$ cat src/rtl/tapline_pkg.sv
package tapline_pkg;

  // Number of flops in the reset release synchroniser.
  localparam int TAPLINE_SYNC_STAGES = 2;

  // Mask programming command decoded from the strobes.
  typedef struct packed {
    logic load;
    logic swap;
  } mask_cmd_t;

endpackage

$ cat src/rtl/tapline_rst_sync.sv
module tapline_rst_sync #(
  parameter int STAGES = 2
) (
  input  logic clk,
  input  logic rst_n,
  output logic rst_sync_n
);

  localparam int LAST = STAGES - 1;

  logic [LAST:0] sync_q;
  logic [LAST:0] sync_d;

  generate
    if (STAGES > 1) begin : g_multi
      always_comb sync_d = {sync_q[LAST-1:0], 1'b1};
    end else begin : g_single
      always_comb sync_d = 1'b1;
    end
  endgenerate

  always_ff @(posedge clk or negedge rst_n) begin
    if (!rst_n) sync_q <= '0;
    else        sync_q <= sync_d;
  end

  assign rst_sync_n = sync_q[LAST];

endmodule

$ cat src/rtl/tapline_shifter.sv
module tapline_shifter #(
  parameter int WIDTH = 16
) (
  input  logic             clk,
  input  logic             rst_n,
  input  logic             shift_en,
  input  logic             din,
  output logic [WIDTH-1:0] stages_q
);

  localparam int TOP = WIDTH - 1;

  logic [TOP:0] stages_d;

  // New sample enters at the top; everything moves one place down.
  always_comb begin
    stages_d = stages_q;
    if (shift_en) stages_d = {din, stages_q[TOP:1]};
  end

  always_ff @(posedge clk or negedge rst_n) begin
    if (!rst_n)        stages_q <= '0;
    else if (shift_en) stages_q <= stages_d;
  end

endmodule

$ cat src/rtl/tapline_mask_buf.sv
module tapline_mask_buf #(
  parameter int WIDTH = 16
) (
  input  logic                  clk,
  input  logic                  rst_n,
  input  tapline_pkg::mask_cmd_t cmd,
  input  logic [WIDTH-1:0]      wdata,
  output logic [WIDTH-1:0]      stage_q,
  output logic [WIDTH-1:0]      active_q
);

  localparam logic [WIDTH-1:0] MASK_RESET = '1;

  logic [WIDTH-1:0] stage_d;
  logic [WIDTH-1:0] active_d;
  logic             stage_ce;
  logic             active_ce;

  // Swap samples the staging value held before this edge's write.
  always_comb begin
    stage_ce  = cmd.load;
    active_ce = cmd.swap;
    stage_d   = cmd.load ? wdata   : stage_q;
    active_d  = cmd.swap ? stage_q : active_q;
  end

  always_ff @(posedge clk or negedge rst_n) begin
    if (!rst_n)        stage_q <= MASK_RESET;
    else if (stage_ce) stage_q <= stage_d;
  end

  always_ff @(posedge clk or negedge rst_n) begin
    if (!rst_n)         active_q <= MASK_RESET;
    else if (active_ce) active_q <= active_d;
  end

endmodule

$ cat src/rtl/tapline_tap_xor.sv
module tapline_tap_xor #(
  parameter int WIDTH = 16
) (
  input  logic [WIDTH-1:0] stages,
  input  logic [WIDTH-1:0] mask,
  output logic             tap_out
);

  logic [WIDTH:0] acc;

  assign acc[0] = 1'b0;

  generate
    for (genvar i = 0; i < WIDTH; i++) begin : g_tap
      assign acc[i+1] = acc[i] ^ (stages[i] & mask[i]);
    end
  endgenerate

  assign tap_out = acc[WIDTH];

endmodule

$ cat src/rtl/tapline_delay.sv
module tapline_delay #(
  parameter int WIDTH = 16
) (
  input  logic             clk,
  input  logic             rst_n,
  input  logic             enable,
  input  logic             event_in,
  input  logic [WIDTH-1:0] mask_wdata,
  input  logic             mask_wr,
  input  logic             mask_swap,
  output logic             pwm_out
);

  logic                   rst_core_n;
  logic [WIDTH-1:0]       shift_q;
  logic [WIDTH-1:0]       mask_buf_q;
  logic [WIDTH-1:0]       mask_act_q;
  tapline_pkg::mask_cmd_t mask_cmd;

  always_comb begin
    mask_cmd.load = mask_wr;
    mask_cmd.swap = mask_swap;
  end

  tapline_rst_sync #(
    .STAGES(tapline_pkg::TAPLINE_SYNC_STAGES)
  ) u_rst (
    .clk       (clk),
    .rst_n     (rst_n),
    .rst_sync_n(rst_core_n)
  );

  tapline_shifter #(.WIDTH(WIDTH)) u_shift (
    .clk     (clk),
    .rst_n   (rst_core_n),
    .shift_en(enable),
    .din     (event_in),
    .stages_q(shift_q)
  );

  tapline_mask_buf #(.WIDTH(WIDTH)) u_mask (
    .clk     (clk),
    .rst_n   (rst_core_n),
    .cmd     (mask_cmd),
    .wdata   (mask_wdata),
    .stage_q (mask_buf_q),
    .active_q(mask_act_q)
  );

  tapline_tap_xor #(.WIDTH(WIDTH)) u_xor (
    .stages (shift_q),
    .mask   (mask_act_q),
    .tap_out(pwm_out)
  );

endmodule

$ cat config.mk
export PLATFORM = sky130hd
export DESIGN_NAME = tapline_delay
export DESIGN_NICKNAME = d
export VERILOG_FILES = /design/src/rtl/tapline_pkg.sv /design/src/rtl/tapline_rst_sync.sv /design/src/rtl/tapline_shifter.sv /design/src/rtl/tapline_mask_buf.sv /design/src/rtl/tapline_tap_xor.sv /design/src/rtl/tapline_delay.sv
export SDC_FILE = /design/constraint.sdc
export NUM_CORES = 1
export LEC_CHECK = 0
export BUFFER_PORTS_ARGS = -buffer_cell sky130_fd_sc_hd__clkbuf_2
export CAP_MARGIN = 20
export CORE_UTILIZATION = 30
export CTS_CLUSTER_DIAMETER = 100
export DETAILED_ROUTE_END_ITERATION = 6
export GPL_TIMING_DRIVEN = 0
export PLACE_DENSITY_LB_ADDON = 0.2
export SLEW_MARGIN = 10
export SYNTH_ARGS = -nofsm -noshare
export SYNTH_HDL_FRONTEND = slang
export SYNTH_SLANG_ARGS = --single-unit
$ cat constraint.sdc
create_clock -name clk -period 1.7 [get_ports clk]
set_input_delay 0.34 -clock clk [delete_from_list [all_inputs] [get_ports clk]]
set_output_delay 0.34 -clock clk [all_outputs]
set_load 0.005 [all_outputs]
==> out/metrics.cfg, run 1 <==
[worst_setup_path]
start_kind = flop
crit_chain = nand2_2 > xor2_1 > xnor2_2 > xnor2_1 > xnor2_1 > buf_2
criticalPathCategory = reg -> out
cpPeakStageDelay_ps = 540
reg2reg_slack_ps = 890
end_kind = primary output
worstPathMaxFanout = 2
crit_required_ps = 1360
crit_slowest_cell = dfstp_2
cp_common_cell = xnor2_1
arrival_ps = 1690

[place]
dp_cells = 233
dpl_cell_area_um2 = 2290
placement.io_buffers = 19
dp_hpwl_um = 2380
place_congestion = 0.679

[synthesis]
ys.warnings.count = 0
yosysSeqAreaShare_pct = 62.0
syn_inst = 136
yosys-top-cells-area = dfstp_2 40%, mux2_2 26%, dfrtp_1 22%
ys_ff_latch = 50
yosysTopAreaCellShare_pct = 40.4
synth.net_count = 158
synth_cell_types = 10
syn_avg_cell_area_um2 = 15.3
yosysTopAreaCell = dfstp_2
synthesis.area_um2 = 2080

[final_layout]
stdcell_area_um2 = 2430
area_growth_pct = 16.9
fill_cells = 635
drive_gt1_share_pct = 77.0
fin_nets = 186
stdcell_count = 242
diodes = 0

[sta]
finalSetupViolCount = 1
layout_setup_ws_ps = -326
fmax_mhz = 493
slew_violations = 0
finalHoldViolCount = 0
finClkSkew_ps = 4.67
finalCriticalPeriod_ps = 2030
period_share_pct = 119
grt_setup_unrepaired = yes
finalSetupTns_ps = -326

[global_routing]
overflow = 0
grt_pass1_wl_um = 5700
grt_max_degree = 39
antenna_found_initial = 0
grt_pass1_vias = 1215
grtUsageTotal_pct = 10.4

[power_and_ir_drop]
power.internal_w = 0.00241
p_leak_nw = 1.01
peakVddDrop_uv = 573
power.density_nw_per_um2 = 1360
p_sw_share_pct = 27.3
clkPwrFrac_pct = 21.0
p_switching_w = 0.000905
combPwrFrac_pct = 28.6
seq_power_share_pct = 50.4

[min_path]
hold_path_class = in -> reg

[floorplanning]
die_h_um = 85.3
rows = 29
die-area_um2 = 7280
ios = 23
floorplan.initialDensity_pct = 31.9
core-area_um2 = 6530
die_w_um = 85.3

[flow_run]
cap_violations = 0

[clocking]
root_buffer = clkbuf_8
clock_sinks = 50
cts_setup_buffers = 0
cts_made_buffers = 5
cts_buffer_depth = 2
insertion_delay_ps = 290
cts.htree.levels = 2
cts.clk_slew.worst_paths_ps = 90
cts_tree = yes

[detailed_routing]
via_per_inst = 4.33
drt_first_iter_violations = 34
ant_nets = 0
post-route-drc-count = 0
vias = 1049
firstDrtPassIters = 2
wl_per_cell_um = 13.3
routed_wl_um = 3220

[status]
violations = setup timing
outcome = finished, violations left

==> metrics by stage <==
stage	util, %	setup WS, ps	power (W)	hold WS, ps
2_1_floorplan	-	177	0.00234	44.4
3_3_place_gp	34.8	-225	0.00257	125
3_5_place_dp	35.1	-32.1	0.00261	127
4_1_cts	37.1	-361	0.00337	253
5_1_grt	37.3	-455	0.00356	259
6_report	37.3	-326	0.00332	270
==> cell type report <==
cell class	count	area [µm²]	share of cell area [%]
tap	77	96.3	3.96
clock inverter	1	5.00	0.206
sequential	50	1290	53.1
clock buffer	7	86.3	3.55
buffer	6	30.0	1.23
timing repair buffer	21	125	5.14
multi-input combinational	80	798	32.8
==> registers in the layout, summed over array words and instances (netlist names) <==
register and count:
u_mask.active_q 16, u_mask.stage_q 16, u_rst.sync_q 2, u_shift.stages_q 16
==> layer usage <==
metal,up-vias,global-route usage [%],wire length [µm]
met2,14,16.3,1530
li1,506,-,-
met4,0,5.45,85
met1,523,13.2,1510
met5,-,0,0
met3,6,2.82,95
==> synthesized netlist by cell type <==
cell      n
nand2_2   1
dfstp_2  32
conb_1    1
nand2_1  15
dfrtp_1  18
xnor2_1   9
xor2_1    3
xnor2_2   3
mux2_2   48
buf_2     6
==> final timing paths <==
| check | start | depth (start not counted) | endpoint |
|---|---|---|---|
| max | u_mask.active_q[3]$_DFFE_PN1P_ | 6 | pwm_out |
| min | mask_wdata[7] | 2 | u_mask.stage_q[7]$_DFFE_PN1P_ |
| max reg2reg | u_shift.stages_q[14]$_DFFE_PN0P_ | 1 | u_shift.stages_q[13]$_DFFE_PN0P_ |
| min reg2reg | u_rst.sync_q[0]$_DFF_PN0_ | 0 | u_rst.sync_q[1]$_DFF_PN0_ |
| max in group asynchronous | u_rst.sync_q[1]$_DFF_PN0_ | 1 | u_mask.stage_q[12]$_DFFE_PN1P_ |
| min in group asynchronous | rst_n | 2 | u_rst.sync_q[1]$_DFF_PN0_ |
==> logic make-up after synthesis <==
kind of cell / count (synthesis) / share of synthesized area, %
muxes: 48 / 26.0
DFF: 50 / 62.0
other: 1 / 0.180
and+or+nand+nor: 16 / 3.00
buffers and inverters: 6 / 1.44
xor gates and xnor gates: 15 / 7.39
==> worst max-delay path, delay by kind of cell (launching register included) <==
| family | cells | cell delay (ps) |
|---|---|---|
| xor+xnor | 4 | 670 |
| flops | 1 | 540 |
| buf+inv | 1 | 130 |
| simple gates | 1 | 50 |
==> power groups by stage <==
stage	combinational, W	clock, W	sequential, W
global placement	0.000876	0	0.00169
global route	0.00106	0.000777	0.00172
detailed placement	0.000917	0	0.00169
finish	0.000948	0.000696	0.00167
floorplan	0.000702	0	0.00164
CTS	0.000953	0.000744	0.00168
==> cell usage in the layout, fill, tap and decap left out, drive strengths merged <==
cell | synthesis | final
dfstp | 32 | 32
dfrtp | 18 | 18
buf | 6 | 8
mux2 | 48 | 48
conb | 1 | 1
xnor2 | 12 | 12
clkinv | 0 | 1
dlygate4sd3 | 0 | 1
nand2 | 16 | 16
xor2 | 3 | 3
clkbuf | 0 | 25
==> what timing repair did <==
action                                  4_1_cts  5_1_grt
pin swaps                                     5        3
endpoints found under the setup margin        1        1
resized for setup                             6        4
endpoints found under the hold margin         2        0
hold buffers                                  1        0
(Power assumes the default switching activity.)
==> inputs of run 2 (changes only) <==
CORE_UTILIZATION = 60   (was 30)
SKIP_LAST_GASP = 1   (was not set)
clock period = 2.43 ns   (was 1.7 ns; I/O delays follow)
==> run 2 against run 1 <==
  * The flow now finishes without violations
  * Setup slack improved by 490 ps
  * Hold slack got worse by 63 ps
  * Sequential cell count did not move
  * Register-to-register slack improved by 730 ps
  * Core utilization rose by 32 points
  * Clock power fell by 45%
  * Sequential share of layout area rose by 2.5 points
  * Non-clock buffer count did not move
  * Critical path depth did not move
  * Largest cell class unchanged
  * Largest power group unchanged
==> out/metrics.cfg, run 2 (same netlist as run 1, synthesis figures left out) <==
[status]
outcome = finished, final reports clean

[floorplanning]
die_h_um = 60.9
floorplan.initialDensity_pct = 62.4
die-area_um2 = 3710
die_w_um = 60.9
rows = 21
ios = 23
core-area_um2 = 3340

[final_layout]
drive_gt1_share_pct = 71.5
mostFrequentLayoutCells = 48 x mux2_2, 32 x dfstp_2, 19 x clkbuf_2
fin_nets = 186
area_growth_pct = 11.7
mostFrequentLayoutCell = mux2_2
biggestRegsByFlops = u_mask.active_q x16, u_mask.stage_q x16, u_shift.stages_q x16
fill_cells = 255
multi_input_area_um2 = 761
stdcell_area_um2 = 2330
final-seq-area_um2 = 1290
diodes = 0
stdcell_count = 211

[power_and_ir_drop]
p_leak_nw = 0.981
power.density_nw_per_um2 = 932
seq_power_share_pct = 54.0
clkPwrFrac_pct = 17.5
p_sw_share_pct = 27.7
combPwrFrac_pct = 28.5
p_switching_w = 0.000600
power.internal_w = 0.00157
peakVddDrop_uv = 487

[detailed_routing]
routed_wl_um = 3100
ant_nets = 0
via_per_inst = 5.15
firstDrtPassIters = 3
drt_first_iter_violations = 15
post-route-drc-count = 0
vias = 1086
wl_per_cell_um = 14.7

[sta]
finalSetupViolCount = 0
finClkSkew_ps = 8.21
finalSetupTns_ps = 0
finalHoldViolCount = 0
slew_violations = 0
grt_setup_unrepaired = no
period_share_pct = 93.1
fmax_mhz = 442
finalCriticalPeriod_ps = 2260

[global_routing]
grt_pass1_vias = 1126
grtUsageTotal_pct = 19.9
grt_pass1_wl_um = 5150
antenna_found_initial = 0
grt_max_degree = 32
overflow = 0

[worst_setup_path]
arrival_ps = 1780
critPathLaunch = u_mask.active_q[6]$_DFFE_PN1P_
cpPeakStageDelay_ps = 560
rr_startpoint = u_shift.stages_q[14]$_DFFE_PN0P_
start_kind = flop
reg2reg_to = u_shift.stages_q[13]$_DFFE_PN0P_
cp_common_cell = xnor2_1
end_kind = primary output
crit_chain = nand2_1 > xor2_1 > xnor2_1 > xnor2_1 > xnor2_1 > clkbuf_2
reg2reg_slack_ps = 1620
crit_required_ps = 1940
crit_slowest_cell = dfstp_2
criticalPathCategory = reg -> out
reg2reg_depth = 1
worstPathMaxFanout = 2

[clocking]
cts_buffer_depth = 2
root_buffer = clkbuf_4
cts_tree = yes
cts_resized = 0
insertion_delay_ps = 350
cts.htree.levels = 2
cts.clk_slew.worst_paths_ps = 130
clock_sinks = 50
cts_made_buffers = 5

[min_path]
hold_path_class = reg -> async

[flow_run]
cap_violations = 0

[place]
dp_cells = 202
dpl_cell_area_um2 = 2260
place_congestion = 0.832
placement.io_buffers = 19
dp_hpwl_um = 2350

[run 2: routing by layer]
metal	part of all wire [%]	wire [µm]	global-route usage [%]
met3	2.9	90	4.48
met4	1.1	34	7.79
met1	46	1420	26.4
met5	0	0	0
met2	50	1560	32.0
[run 2: per-stage QoR]
stage / hold slack (ps) / utilization, % / total power (W) / setup slack (ps)
floorplan: 190 / - / 0.00164 / 761
global placement: 271 / 67.0 / 0.00177 / 546
detailed placement: 203 / 67.6 / 0.00181 / 550
CTS: 223 / 69.7 / 0.00220 / 132
global route: 245 / 69.7 / 0.00231 / 42.5
finish: 207 / 69.7 / 0.00217 / 168
[run 2: power by group through the flow]
stage / clock (W) / combinational, W / sequential [W]
finish: 0.000380 / 0.000619 / 0.00117
detailed placement: 0 / 0.000629 / 0.00119
floorplan: 0 / 0.000491 / 0.00115
global placement: 0 / 0.000595 / 0.00118
CTS: 0.000393 / 0.000631 / 0.00117
global route: 0.000423 / 0.000684 / 0.00120
[run 2: critical path: cells and delay by family, from the launching register on]
family                    cells  cell delay [ps]
DFF                           1              560
xor gates and xnor gates      4              680
buffers and inverters         1              120
and+or+nand+nor               1               60
[run 2: timing repair]
item                                   4_1_cts  5_1_grt
endpoints found under the hold margin        2        0
hold buffers                                 1        0
setup buffers                                0        0
[run 2: worst max path at each step]
stage | endpoint | slack, ps | depth (start not counted)
after global placement | u_shift.stages_q[14]$_DFFE_PN0P_ | 550 | 0
after floorplan | pwm_out | 760 | 5
after CTS | pwm_out | 130 | 6
final | pwm_out | 170 | 6
after global routing | pwm_out | 40 | 6
after detailed placement | pwm_out | 550 | 6
[run 2: layout make-up]
class                           count  share of cell area [%]
Clock buffer                        7                    2.37
Tap cell                           46                    2.47
Multi-Input combinational cell     80                    32.7
Clock inverter                      1                   0.215
Timing Repair Buffer               21                    5.38
Sequential cell                    50                    55.6
Buffer                              6                    1.29
